--- src/rtl/word_shifter_pkg.sv ---
package word_shifter_pkg;

    localparam int WORD_W = 16;
    localparam int CNT_W  = 4;
    localparam int AMT_W  = CNT_W + 1;

    localparam int ST_LGT = 15;
    localparam int ST_AGT = 14;
    localparam int ST_EQ  = 13;
    localparam int ST_C   = 12;
    localparam int ST_OV  = 11;
    localparam int ST_OP  = 10;

    typedef enum logic [1:0] {
        SH_ALEFT  = 2'b00,
        SH_ARIGHT = 2'b01,
        SH_LRIGHT = 2'b10,
        SH_ROTR   = 2'b11
    } shift_op_e;

    typedef struct packed {
        logic [WORD_W-1:0] result;
        logic [WORD_W-1:0] status;
    } shifter_out_t;

endpackage

--- src/rtl/shift_amount_sel.sv ---
module shift_amount_sel #(
    parameter int CNT_W = 4,
    localparam int AMT_W = CNT_W + 1
) (
    input  logic [CNT_W-1:0] field_i,
    input  logic [CNT_W-1:0] reg_i,
    output logic [AMT_W-1:0] amount_o
);
    localparam logic [AMT_W-1:0] FULL = AMT_W'(1 << CNT_W);

    always_comb begin
        if (field_i != '0) begin
            amount_o = {1'b0, field_i};
        end else if (reg_i != '0) begin
            amount_o = {1'b0, reg_i};
        end else begin
            amount_o = FULL;
        end
    end
endmodule

--- src/rtl/shift_core.sv ---
module shift_core
    import word_shifter_pkg::*;
#(
    parameter int W = 16,
    localparam int AW = $clog2(W) + 1
) (
    input  logic [1:0]    op_i,
    input  logic [W-1:0]  data_i,
    input  logic [AW-1:0] amount_i,
    output logic [W-1:0]  data_o,
    output logic          carry_o,
    output logic          ovf_o
);
    logic [2*W-1:0] wide_left;
    logic [2*W-1:0] wide_sra;
    logic [2*W-1:0] wide_srl;
    logic [2*W-1:0] wide_rot;
    logic [W-1:0]   msb_diff;
    logic           sign;

    assign sign = data_i[W-1];

    // msb_diff[k-1]: the bit that lands in the top position after k steps
    // differs from the original sign
    genvar k;
    generate
        for (k = 1; k <= W; k++) begin : g_step
            if (k < W) begin : g_in
                assign msb_diff[k-1] = (data_i[W-1-k] != sign) && (amount_i >= AW'(k));
            end else begin : g_last
                assign msb_diff[k-1] = sign && (amount_i >= AW'(k));
            end
        end
    endgenerate

    always_comb begin
        wide_left = {{W{1'b0}}, data_i} << amount_i;
        wide_sra  = $unsigned($signed({data_i, {W{1'b0}}}) >>> amount_i);
        wide_srl  = {data_i, {W{1'b0}}} >> amount_i;
        wide_rot  = {data_i, data_i} >> amount_i;
        data_o  = '0;
        carry_o = 1'b0;
        ovf_o   = 1'b0;
        unique case (shift_op_e'(op_i))
            SH_ALEFT: begin
                data_o  = wide_left[W-1:0];
                carry_o = wide_left[W];
                ovf_o   = |msb_diff;
            end
            SH_ARIGHT: begin
                data_o  = wide_sra[2*W-1:W];
                carry_o = wide_sra[W-1];
            end
            SH_LRIGHT: begin
                data_o  = wide_srl[2*W-1:W];
                carry_o = wide_srl[W-1];
            end
            SH_ROTR: begin
                data_o  = wide_rot[W-1:0];
                carry_o = wide_rot[W-1];
            end
            default: ;
        endcase
    end
endmodule

--- src/rtl/status_update.sv ---
module status_update
    import word_shifter_pkg::*;
#(
    parameter int W = 16
) (
    input  logic [W-1:0] result_i,
    input  logic         carry_i,
    input  logic         ovf_i,
    input  logic [W-1:0] status_i,
    output logic [W-1:0] status_o
);
    logic zero;
    assign zero = (result_i == '0);

    always_comb begin
        status_o         = status_i;
        status_o[ST_LGT] = !zero;
        status_o[ST_AGT] = !zero && !result_i[W-1];
        status_o[ST_EQ]  = zero;
        status_o[ST_C]   = carry_i;
        status_o[ST_OV]  = ovf_i;
    end
endmodule

--- src/rtl/word_shifter.sv ---
module word_shifter
    import word_shifter_pkg::*;
(
    input  logic              clk,
    input  logic              rst_n,
    input  logic [1:0]        op_i,
    input  logic [CNT_W-1:0]  cnt_field_i,
    input  logic [CNT_W-1:0]  r0_low_i,
    input  logic [WORD_W-1:0] operand_i,
    input  logic [WORD_W-1:0] status_i,
    output logic [WORD_W-1:0] result_o,
    output logic [WORD_W-1:0] status_o
);
    logic [AMT_W-1:0]  amount;
    logic [WORD_W-1:0] shifted;
    logic              carry;
    logic              ovf;
    logic [WORD_W-1:0] status_new;
    shifter_out_t      out_d;
    shifter_out_t      out_q;

    shift_amount_sel #(.CNT_W(CNT_W)) i_amount (
        .field_i  (cnt_field_i),
        .reg_i    (r0_low_i),
        .amount_o (amount)
    );

    shift_core #(.W(WORD_W)) i_core (
        .op_i     (op_i),
        .data_i   (operand_i),
        .amount_i (amount),
        .data_o   (shifted),
        .carry_o  (carry),
        .ovf_o    (ovf)
    );

    status_update #(.W(WORD_W)) i_status (
        .result_i (shifted),
        .carry_i  (carry),
        .ovf_i    (ovf),
        .status_i (status_i),
        .status_o (status_new)
    );

    always_comb begin
        out_d        = out_q;
        out_d.result = shifted;
        out_d.status = status_new;
    end

    always_ff @(posedge clk or negedge rst_n) begin
        if (!rst_n) begin
            out_q <= '0;
        end else begin
            out_q <= out_d;
        end
    end

    assign result_o = out_q.result;
    assign status_o = out_q.status;
endmodule

--- config.mk ---
export PLATFORM = sky130hd
export DESIGN_NAME = word_shifter
export DESIGN_NICKNAME = d
export VERILOG_FILES = /design/src/rtl/word_shifter_pkg.sv /design/src/rtl/shift_amount_sel.sv /design/src/rtl/shift_core.sv /design/src/rtl/status_update.sv /design/src/rtl/word_shifter.sv
export SDC_FILE = /design/constraint.sdc
export NUM_CORES = 1
export LEC_CHECK = 0
export ABC_AREA = 1
export BUFFER_PORTS_ARGS = -buffer_cell sky130_fd_sc_hd__clkbuf_2
export CAP_MARGIN = 15
export CORE_MARGIN = 2
export CORE_UTILIZATION = 50
export CTS_BUF_LIST = sky130_fd_sc_hd__clkbuf_16
export DETAILED_ROUTE_END_ITERATION = 6
export PLACE_DENSITY_LB_ADDON = 0.15
export SETUP_SLACK_MARGIN = 0.1
export SYNTH_ARGS = -nofsm -noshare
export SYNTH_HDL_FRONTEND = slang
export SYNTH_HIERARCHICAL = 1
export SYNTH_SLANG_ARGS = --single-unit
--- constraint.sdc ---
create_clock -name clk -period 0.8 [get_ports clk]
set_input_delay 0 -clock clk [delete_from_list [all_inputs] [get_ports clk]]
set_output_delay 0 -clock clk [all_outputs]
set_load 0.005 [all_outputs]
Word-level counts from Yosys, hierarchy flattened
Index checks and enable logic that the tools add are counted.
{ "totals": {"regBits": 32, "word_cells": 69} }
{ "classes": {"n_lt_le_gt_ge": 16, "muxes": 5, "shifts": 4, "n_reduce_logical": 24, "n_eq_ne": 18} }
{ "ops": {"columns": ["operator", "n"], "rows": [
  ["16-bit one-hot mux with 4 select lines", 1],
  ["5-bit by 4-bit >= comparator with 1-bit output (second input constant)", 8],
  ["32-bit by 5-bit >> shifter with 16-bit output", 1],
  ["32-bit by 5-bit >> shifter with 32-bit output", 1],
  ["32-bit by 5-bit >>> shifter with 32-bit output", 1],
  ["5-bit by 3-bit >= comparator with 1-bit output (second input constant)", 4],
  ["1-bit logical AND", 17],
  ["16-bit by 5-bit << shifter with 17-bit output", 1],
  ["16-bit zero test", 1],
  ["16-bit OR reduction", 1],
  ["1-bit inequality test", 15],
  ["5-bit by 2-bit >= comparator with 1-bit output (second input constant)", 2],
  ["5-bit two-way mux", 2],
  ["4-bit nonzero test", 2],
  ["5-bit by 1-bit >= comparator with 1-bit output (second input constant)", 1],
  ["5-bit >= comparator (second input constant)", 1],
  ["2-bit equality test (second input constant)", 2],
  ["1-bit one-hot mux with 4 select lines", 1],
  ["2-bit by 1-bit equality test with 1-bit output (second input constant)", 1],
  ["1-bit zero test", 2],
  ["2-bit zero test", 1],
  ["1-bit two-way mux", 1]
]} }

Longest topological paths before layout
Gate-level depths: netlist of the first run.
{ "logic_depth": {"depth_word": 8, "mapped_depth": 23, "ltp_nobuf": 21} }

Modules after synthesis
The synthesis of the first run kept the hierarchy.
{ "modules_own_cells": {"columns": ["mod", "seq_area_each_um2", "cells_per_inst", "instances", "area_per_inst_um2"], "rows": [
  ["shift_core", 0.0, 534, 1, 2601.2],
  ["word_shifter", 800.8, 32, 1, 800.8],
  ["status_update", 0.0, 31, 1, 177.7],
  ["shift_amount_sel", 0.0, 19, 1, 81.3]
]} }

Worst setup path before layout of the first run
OpenSTA, ideal clock, no wires.
{ "synth_timing": {"path_kind": "input -> register", "from": "input cnt_field_i[0]", "to": "register out_q (netlist bit status_o[13])", "arrival_time_ps": 1722, "setup_ps": 61, "required_ps": 739, "stages": 16, "slack_ps": -983, "path_cell_list": "nor2_2 -> nand2_1 -> nor2_1 -> buf_4 -> nor2_4 -> buf_2 -> nand2_1 -> nand3_1 -> a21oi_1 -> nand3_1 -> nor2_1 -> nand2_1 -> nor2_2 -> nand2_2 -> inv_2 -> buf_4"} }
{ "synth_between": {"elab_chain_cells": 5, "word_cells_on_any_way": 8, "classes_between": "shift: 4; mux: 2; reduce/logical: 2"} }
{ "synth_lines": {"columns": ["element", "line_no", "source"], "rows": [
  ["start, declared", "word_shifter.sv:7", "input logic [CNT_W-1:0] cnt_field_i,"],
  ["4-bit nonzero test *", "shift_amount_sel.sv:12", "if (field_i != '0) begin"],
  ["5-bit two-way mux *", "shift_amount_sel.sv:12", null],
  ["via amount[4]", "word_shifter.sv:14", "logic [AMT_W-1:0] amount;"],
  ["32-bit by 5-bit >> shifter with 16-bit output, or another cell as far along", "shift_core.sv:40", "wide_rot = {data_i, data_i} >> amount_i;"],
  ["16-bit one-hot mux with 4 select lines *", "shift_core.sv:44", "unique case (shift_op_e'(op_i))"],
  ["via shifted[2]", "word_shifter.sv:15", "logic [WORD_W-1:0] shifted;"],
  ["16-bit zero test *", "status_update.sv:13", "assign zero = (result_i == '0);"],
  ["via i_status.zero", "status_update.sv:12", "logic zero;"],
  ["end signal, assigned", "word_shifter.sv:55", "out_q <= out_d;"],
  ["end, declared", "word_shifter.sv:20", "shifter_out_t out_q;"]
]} }
The timed path passes the listed nets; every way through them passes the cells marked *.

Worst setup path in the final report of the first run
{ "layout_timing": {"from": "input cnt_field_i[1]", "to": "register out_q (netlist bit status_o[14])"} }
{ "layout_between": {"elab_chain_cells": 7, "word_cells_on_any_way": 11, "classes_between": "shift: 4; mux: 2; reduce/logical: 5"} }
{ "layout_lines": {"columns": ["element", "line_no", "source"], "rows": [
  ["4-bit nonzero test *", "shift_amount_sel.sv:12", null],
  ["5-bit two-way mux *", "shift_amount_sel.sv:12", null],
  ["via amount[0]", "word_shifter.sv:14", null],
  ["32-bit by 5-bit >> shifter with 16-bit output, or another cell as far along", "shift_core.sv:40", null],
  ["16-bit one-hot mux with 4 select lines *", "shift_core.sv:44", null],
  ["via shifted[11]", "word_shifter.sv:15", null],
  ["16-bit zero test *", "status_update.sv:13", null],
  ["1-bit zero test *", "status_update.sv:18", "status_o[ST_AGT] = !zero && !result_i[W-1];"],
  ["1-bit logical AND *", "status_update.sv:18", null],
  ["via status_new[14]", "word_shifter.sv:18", "logic [WORD_W-1:0] status_new;"]
]} }
Marked as above.

==> run_results.csv, run 1 <==
group,metric,value,unit
floorplanning,die_w,89.6,µm
setup_path,critPathTopFamily,"simple AND/OR/NAND/NOR gates",
pwr,finalPower,8.23,mW
cts,clockRootBuffer,"clkbuf_16",
setup_path,start_kind,"input port",
setup_path,crit_top_cell,"nand2_1",
sta,layout_setup_ws,-1.32,ns
logic_synthesis,synth_warnings,6,
finish,multi_input_area,3310,µm²
detailed_routing,dr_wl_met3,2990,µm
cts,cts_buffers,5,
floorplanning,start_util,51.0,%
setup_path,critPathMaxStageDelay,0.23,ns
finish,fin_area,6480,µm²
logic_synthesis,synth_cell_type_count,39,
placed_design,dp_hpwl,12600,µm
cts,clock_sink_count,32,
floorplanning,io_pins,76,
sta,max-slew-margin-rel,72.7,%
job,maxCapViolCount,0,
setup_path,crit_fanout,9,
logic_synthesis,async_flop_share,100,%
placed_design,place.gp.congestion,1.05,
logic_synthesis,synth_edf_count,0,
global_route,track_usage,43.0,%
logic_synthesis,synth_area_per_cell,5.94,µm²
logic_synthesis,synthCells,616,
global_route,grt_overflow,0,
floorplanning,rows,31,
sta,period_share,265,%
floorplanning,die-area,8020,µm²
finish,final_layout_size_suffix_gt1_share,53.3,%
setup_path,critPathSlowestCell,"nor2_1",
sta,hold_viol,0,
logic_synthesis,seq_area_frac_synth,21.9,%
sta,fmax,0.472,GHz
sta,setup_viol,21,
detailed_routing,drt-met1-wl,6650,µm
global_route,grt_pass1_wl,26000,µm
finish,layout_common_cells,"166 x nand2_1, 132 x buf_4, 50 x nand3_1",
logic_synthesis,syn-cell-area,3660,µm²
global_route,grt_max_degree,33,
finish,nNetsFinal,865,
setup_path,arrival,2.28,ns
finish,final_common_cell,"nand2_1",
finish,finalNonFillerCells,922,
cts,htree_levels,2,
sta,finalSetupTns,-20.23,ns
finish,fillers,307,
finish,seq_area,801,µm²
setup_path,crit_required,0.96,ns
cts,cts_buffer_depth,2,
setup_path,end_kind,"register",
cts,cts.clk_slew.worst_paths,0.05,ns
logic_synthesis,synth_seq_cells,32,
detailed_routing,drc,80,
global_route,antenna_found_initial,1,
setup_path,startpoint,"cnt_field_i[1]",
setup_path,path_cells,"clkbuf_2, nor2_4, nand3_4, nand2_8, inv_6, nand2_2, nand2_1, nand2_1, o21ai_4, nand2_1, o21ai_1, o21ai_1, nand4_1, nor2_1, nand2_1, nor2_2, a21oi_2",
pwr,p_leak,3.30,nW
placed_design,io_buffers,70,
setup_path,worst-path-stages,17,
pwr,power_density,1270,nW/µm²
setup_path,crit_type,"in2reg",
outcome,outcome,"finished, violations left",
detailed_routing,postRouteAntennaNets,0,
detailed_routing,wire_per_inst,23.2,µm
setup_path,endpoint,"status_o[14]",
detailed_routing,first_pass_iters,7,
detailed_routing,drt_iter0_drc,830,
detailed_routing,vias,6041,
placed_design,post_dp_cell_area,5110,µm²
setup_path,path_buf_inv,2,
min_path,min_path_type,"in2async",
logic_synthesis,synthFlopType,"dfrtp_1",
sta,slew_viol_final,0,
placed_design,dp.cells,875,
sta,tightest_slew,0.409,ns
floorplanning,coreArea,7180,µm²
logic_synthesis,synth_fp_nets,660,
outcome,violations,"design-rule violations, negative setup slack",
detailed_routing,wl,21400,µm
sta,period_needed,2.12,ns
sta,rsz0062_at_grt,"yes",
pwr,ir_drop,995,µV
cts,cts_tree,"done",
detailed_routing,dr.max_layer_used,"met4",
finish,syn2layout_area_growth,77.0,%
global_route,grt_pass1_vias,5183,
detailed_routing,wl_met2,9180,µm
detailed_routing,routed_via_density,6.55,
floorplanning,die_h,89.6,µm
==> layout make-up <==
cell class	instances	area share [%]
Clock inverter	3	0.656
Multi-Input combinational cell	504	51.0
Antenna cell	1	0.0386
Tap cell	99	1.91
Timing Repair inverter	2	0.270
Timing Repair Buffer	240	29.5
Clock buffer	5	1.93
Sequential cell	32	12.4
Inverter	36	2.36
==> layer usage <==
| layer | up-vias | global-route usage (%) |
|---|---|---|
| met3 | 294 | 11.0 |
| met2 | 650 | 70.5 |
| met1 | 2659 | 50.9 |
| met5 | - | 0 |
| li1 | 2438 | - |
| met4 | 0 | 24.2 |
==> per-stage QoR <==
| stage | util [%] | hold WS (ns) | setup WS (ns) |
|---|---|---|---|
| after global routing | 90.3 | 0.312 | -1.26 |
| after global placement | 71.3 | 0.0186 | -1.34 |
| final | 90.3 | 0.276 | -1.32 |
| after floorplan | - | -0.296 | -0.847 |
| after detailed placement | 71.3 | 0.0566 | -1.43 |
| after CTS | 80.8 | 0.298 | -0.970 |
==> kinds of logic after synthesis <==
group	Yosys count	share of synthesized area, %
compound gates	83	13.1
xor+xnor	12	2.87
buf+inv	80	11.6
flops	32	21.9
mux	1	0.273
simple gates	408	50.3
==> tightest hold or removal path, cell delays in order <==
cell and delay [ns]:
dlygate4sd3_1 0.54, clkbuf_2 0.12, buf_6 0.28
==> repair_timing <==
action	CTS	global route
pin swaps	14	49
hold buffers	12	0
endpoints found under the setup margin	53	59
buffers inserted	14	10
gates resized for setup	78	156
cloned	0	3
endpoints found under the hold margin	43	0
==> how the worst min path moves through the flow <==
| stage | from | to | slack [ns] | depth (start not counted) |
|---|---|---|---|---|
| 6_report | rst_n | result_o[2] | 0.28 | 3 |
| 5_1_grt | rst_n | result_o[9] | 0.31 | 3 |
| 4_1_cts | op_i[0] | status_o[11] | 0.30 | 5 |
| 3_5_place_dp | rst_n | result_o[11] | 0.06 | 2 |
| 3_3_place_gp | rst_n | status_o[10] | 0.02 | 2 |
| 2_1_floorplan | rst_n | result_o[0] | -0.30 | 0 |
==> power breakdown <==
group | total [mW] | internal (mW) | switching [mW]
Combinational | 4.24 | 1.75 | 2.49
Sequential | 1.83 | 1.77 | 0.0526
Clock | 2.16 | 1.46 | 0.700
==> registers in the layout, indices dropped and copies added, names as in the netlist <==
register / cells
result_o: 16
status_o: 16
==> cells in the mapped netlist, drive strengths merged, types with 2 or more instances <==
library cell / number / area [µm²]
a21boi: 2 / 15.0
nor2: 53 / 264
nor3: 6 / 35.0
o21ai: 39 / 214
dfrtp: 32 / 801
and2: 3 / 21.3
clkbuf: 2 / 7.51
a21oi: 26 / 134
xor2: 11 / 96.3
buf: 42 / 280
nand4: 8 / 50.1
o211ai: 7 / 52.6
nand3: 107 / 566
nand2: 229 / 892
inv: 36 / 135
o21a: 2 / 15.0
a31oi: 3 / 18.8
(Power assumes the default switching activity.)
==> run 2: changes to the inputs <==
--- a/config.mk
+++ b/config.mk
@@ -9,12 +9,12 @@
 export BUFFER_PORTS_ARGS = -buffer_cell sky130_fd_sc_hd__clkbuf_2
 export CAP_MARGIN = 15
 export CORE_MARGIN = 2
-export CORE_UTILIZATION = 50
+export CORE_UTILIZATION = 51
 export CTS_BUF_LIST = sky130_fd_sc_hd__clkbuf_16
 export DETAILED_ROUTE_END_ITERATION = 6
+export GPL_TIMING_DRIVEN = 0
 export PLACE_DENSITY_LB_ADDON = 0.15
 export SETUP_SLACK_MARGIN = 0.1
 export SYNTH_ARGS = -nofsm -noshare
 export SYNTH_HDL_FRONTEND = slang
-export SYNTH_HIERARCHICAL = 1
 export SYNTH_SLANG_ARGS = --single-unit
==> run 2 against run 1 <==
Effect of this change: the flow finishes with violations (negative hold slack, negative setup slack); sequential power about the same; via count fell by 9.8%; core utilization decreased by 5.9 points; combinational power down 8.3%; critical path depth down 5; synthesized area rose by 0.82%; fmax increased by 12%; critical path type unchanged; largest power group unchanged.
==> run_results.csv, run 2 <==
group,metric,value,unit
pwr,power_density,1310,nW/µm²
floorplanning,die-area,7930,µm²
finish,final_layout_size_suffix_gt1_share,50.5,%
min_path,min_path_type,"in2async",
placed_design,dp.cells,758,
logic_synthesis,seq_area_frac_synth,21.7,%
cts,cts_tree,"done",
finish,layout_common_cells,"132 x nand2_1, 82 x nand3_1, 76 x nand3_2",
global_route,grt_max_degree,33,
logic_synthesis,synthCells,590,
logic_synthesis,synth_edf_count,0,
finish,finalNonFillerCells,812,
cts,hold_buffers,11,
setup_path,crit_required,0.95,ns
pwr,ir_drop,732,µV
logic_synthesis,synth_top_area_share,23.3,%
detailed_routing,wl,18700,µm
detailed_routing,vias,5449,
detailed_routing,drt_iter0_drc,809,
cts,cts_buffer_depth,2,
global_route,grt_pass1_wl,24300,µm
cts,cts_buffers,5,
logic_synthesis,synth_cell_type_count,41,
finish,fillers,447,
outcome,violations,"negative hold slack, negative setup slack",
detailed_routing,drc,0,
job,maxCapViolCount,0,
cts,clock_sink_count,32,
logic_synthesis,synth_area_per_cell,6.26,µm²
sta,tightest_slew,0.769,ns
floorplanning,coreArea,7140,µm²
global_route,antenna_found_initial,0,
logic_synthesis,synth_commonest_cells,"176 x nand2_1, 172 x nand3_1, 34 x inv_1",
pwr,p_leak,2.90,nW
detailed_routing,postRouteAntennaNets,0,
outcome,outcome,"finished, violations left",
cts,htree_levels,2,
detailed_routing,first_pass_iters,6,
finish,syn2layout_area_growth,63.3,%
logic_synthesis,synthFlopType,"dfrtp_1",
finish,antennaDiodeCount,0,
sta,hold_viol,32,
finish,nNetsFinal,756,
global_route,track_usage,40.9,%
sta,setup_viol,21,
pwr,seqPwrFrac,23.1,%
pwr,cellInternalPower,4.70,mW
finish,final_common_cell,"nand2_1",
logic_synthesis,syn-cell-area,3690,µm²
logic_synthesis,async_flop_share,100,%
sta,layout_setup_ws,-1.10,ns
cts,cts.clk_slew.worst_paths,0.05,ns
setup_path,arrival,2.05,ns
floorplanning,rows,31,
sta,rsz0062_at_grt,"yes",
sta,period_needed,1.90,ns
floorplanning,start_util,51.7,%
logic_synthesis,synth_area_leaders,"nand3_1 23%, dfrtp_1 22%, nand2_1 18%",
setup_path,end_kind,"register",
sta,worst_hold_slack,-0.215,ns
floorplanning,die_h,89.1,µm
placed_design,io_buffers,69,
pwr,power_frac_clock,27.6,%
logic_synthesis,yosysTopAreaCell,"nand3_1",
global_route,grt_overflow,0,
sta,fmax,0.528,GHz
sta,max-slew-margin-rel,48.7,%
setup_path,crit_type,"in2reg",
pwr,p_switching,3.20,mW
setup_path,start_kind,"input port",
detailed_routing,wire_per_inst,23.1,µm
logic_synthesis,yosysMostFrequentCell,"nand2_1",
logic_synthesis,synth_warnings,0,
cts,clockRootBuffer,"clkbuf_16",
sta,period_share,237,%
sta,slew_viol_final,0,
setup_path,crit_fanout,10,
global_route,grt_pass1_vias,4757,
pwr,finalPower,7.89,mW
logic_synthesis,synth_seq_cells,32,
placed_design,dp_hpwl,11600,µm
detailed_routing,routed_via_density,6.71,
floorplanning,io_pins,76,
floorplanning,die_w,89.1,µm
pwr,p_sw_share,40.5,%
pwr,combinationalPowerShare,49.3,%
placed_design,place.gp.congestion,1.02,
logic_synthesis,synth_fp_nets,634,
==> run 2: cell types whose count changed in the layout (fill, tap and decap cells not counted), sizes merged, moves of 3 or more <==
cell,previous run,this run
buf,185,80
nand3,107,194
nand2,229,190
o21ai,39,13
nor2,53,38
a21oi,26,13
clkbuf,48,57
xor2,11,5
inv,37,41
o211ai,7,3
xnor2,1,5
and2,3,0
==> run 2: layout make-up <==
type	count	area (µm²)	area share, %
well taps	99	124	2.06
repair inverters	1	11.3	0.187
flip-flops and latches	32	801	13.3
repair buffers	114	891	14.8
clock inverters	3	42.5	0.706
inverters	43	180	2.99
multi-input cells	486	3540	58.7
clock buffers	5	125	2.08
plain buffers	29	317	5.25
==> run 2: worst max-delay path by stage <==
stage | from | end | cells after the start
2_1_floorplan | cnt_field_i[2] | status_o[15] | 16
3_3_place_gp | op_i[1] | status_o[13] | 15
3_5_place_dp | op_i[1] | status_o[13] | 15
4_1_cts | cnt_field_i[1] | status_o[15] | 17
5_1_grt | cnt_field_i[1] | status_o[15] | 16
6_report | cnt_field_i[1] | status_o[15] | 12
==> run 2: cells by family after synthesis <==
| kind of cell | Yosys count | share of synthesized area, % |
|---|---|---|
| and+or+nand+nor | 437 | 59.2 |
| buffers and inverters | 72 | 10.1 |
| AOI/OAI and AO/OA | 39 | 6.58 |
| DFF | 32 | 21.7 |
| xor gates and xnor gates | 10 | 2.37 |
==> run 2: per-stage QoR <==
stage / hold WS (ns) / TNS [ns] / util [%] / setup slack (ns) / area, µm²
after CTS: -0.184 / -12.62 / 71.3 / -0.904 / 5090
after global routing: -0.132 / -15.26 / 84.4 / -1.14 / 6030
after floorplan: -0.296 / -9.04 / - / -0.703 / 3760
final: -0.215 / -14.28 / 84.4 / -1.10 / 6030
after detailed placement: 0.106 / -21.82 / 59.3 / -1.52 / 4230
after global placement: 0.0793 / -22.18 / 59.3 / -1.54 / 4230
==> run 2: timing repair <==
| action | CTS | global route |
|---|---|---|
| resized for setup | 94 | 186 |
| setup endpoints to repair | 53 | 53 |
| hold endpoints to repair | 43 | 32 |
| pin swaps | 33 | 40 |
| buffers inserted | 14 | 16 |
| cloned | 3 | 4 |
==> run 2: worst max-delay path, stage by stage <==
cell and delay, ns:
clkbuf_16 0.13, nor2_8 0.17, nand3_1 0.15, nand2_4 0.18, inv_1 0.13, clkbuf_2 0.29
nand4_1 0.21, nand4_1 0.29, nor2_2 0.18, nand2_1 0.08, nor2_2 0.13, nand2_2 0.09
==> run 2: per-layer routing <==
metal  wire [µm]  global-route usage [%]  vias to the layer above
met5           0                       0                        -
met4        1780                    27.4                        0
met3        2650                    10.8                      201
met2        8070                    65.3                      579
met1        6220                    48.1                     2426
li1            -                       -                     2243
==> run 2: power groups by stage <==
stage	logic (mW)	clock network, mW	registers (mW)
after floorplan	1.64	0	1.88
after global placement	2.54	0	1.85
after detailed placement	2.54	0	1.86
after CTS	2.94	2.18	1.83
after global routing	4.08	2.26	1.84
final	3.89	2.18	1.83
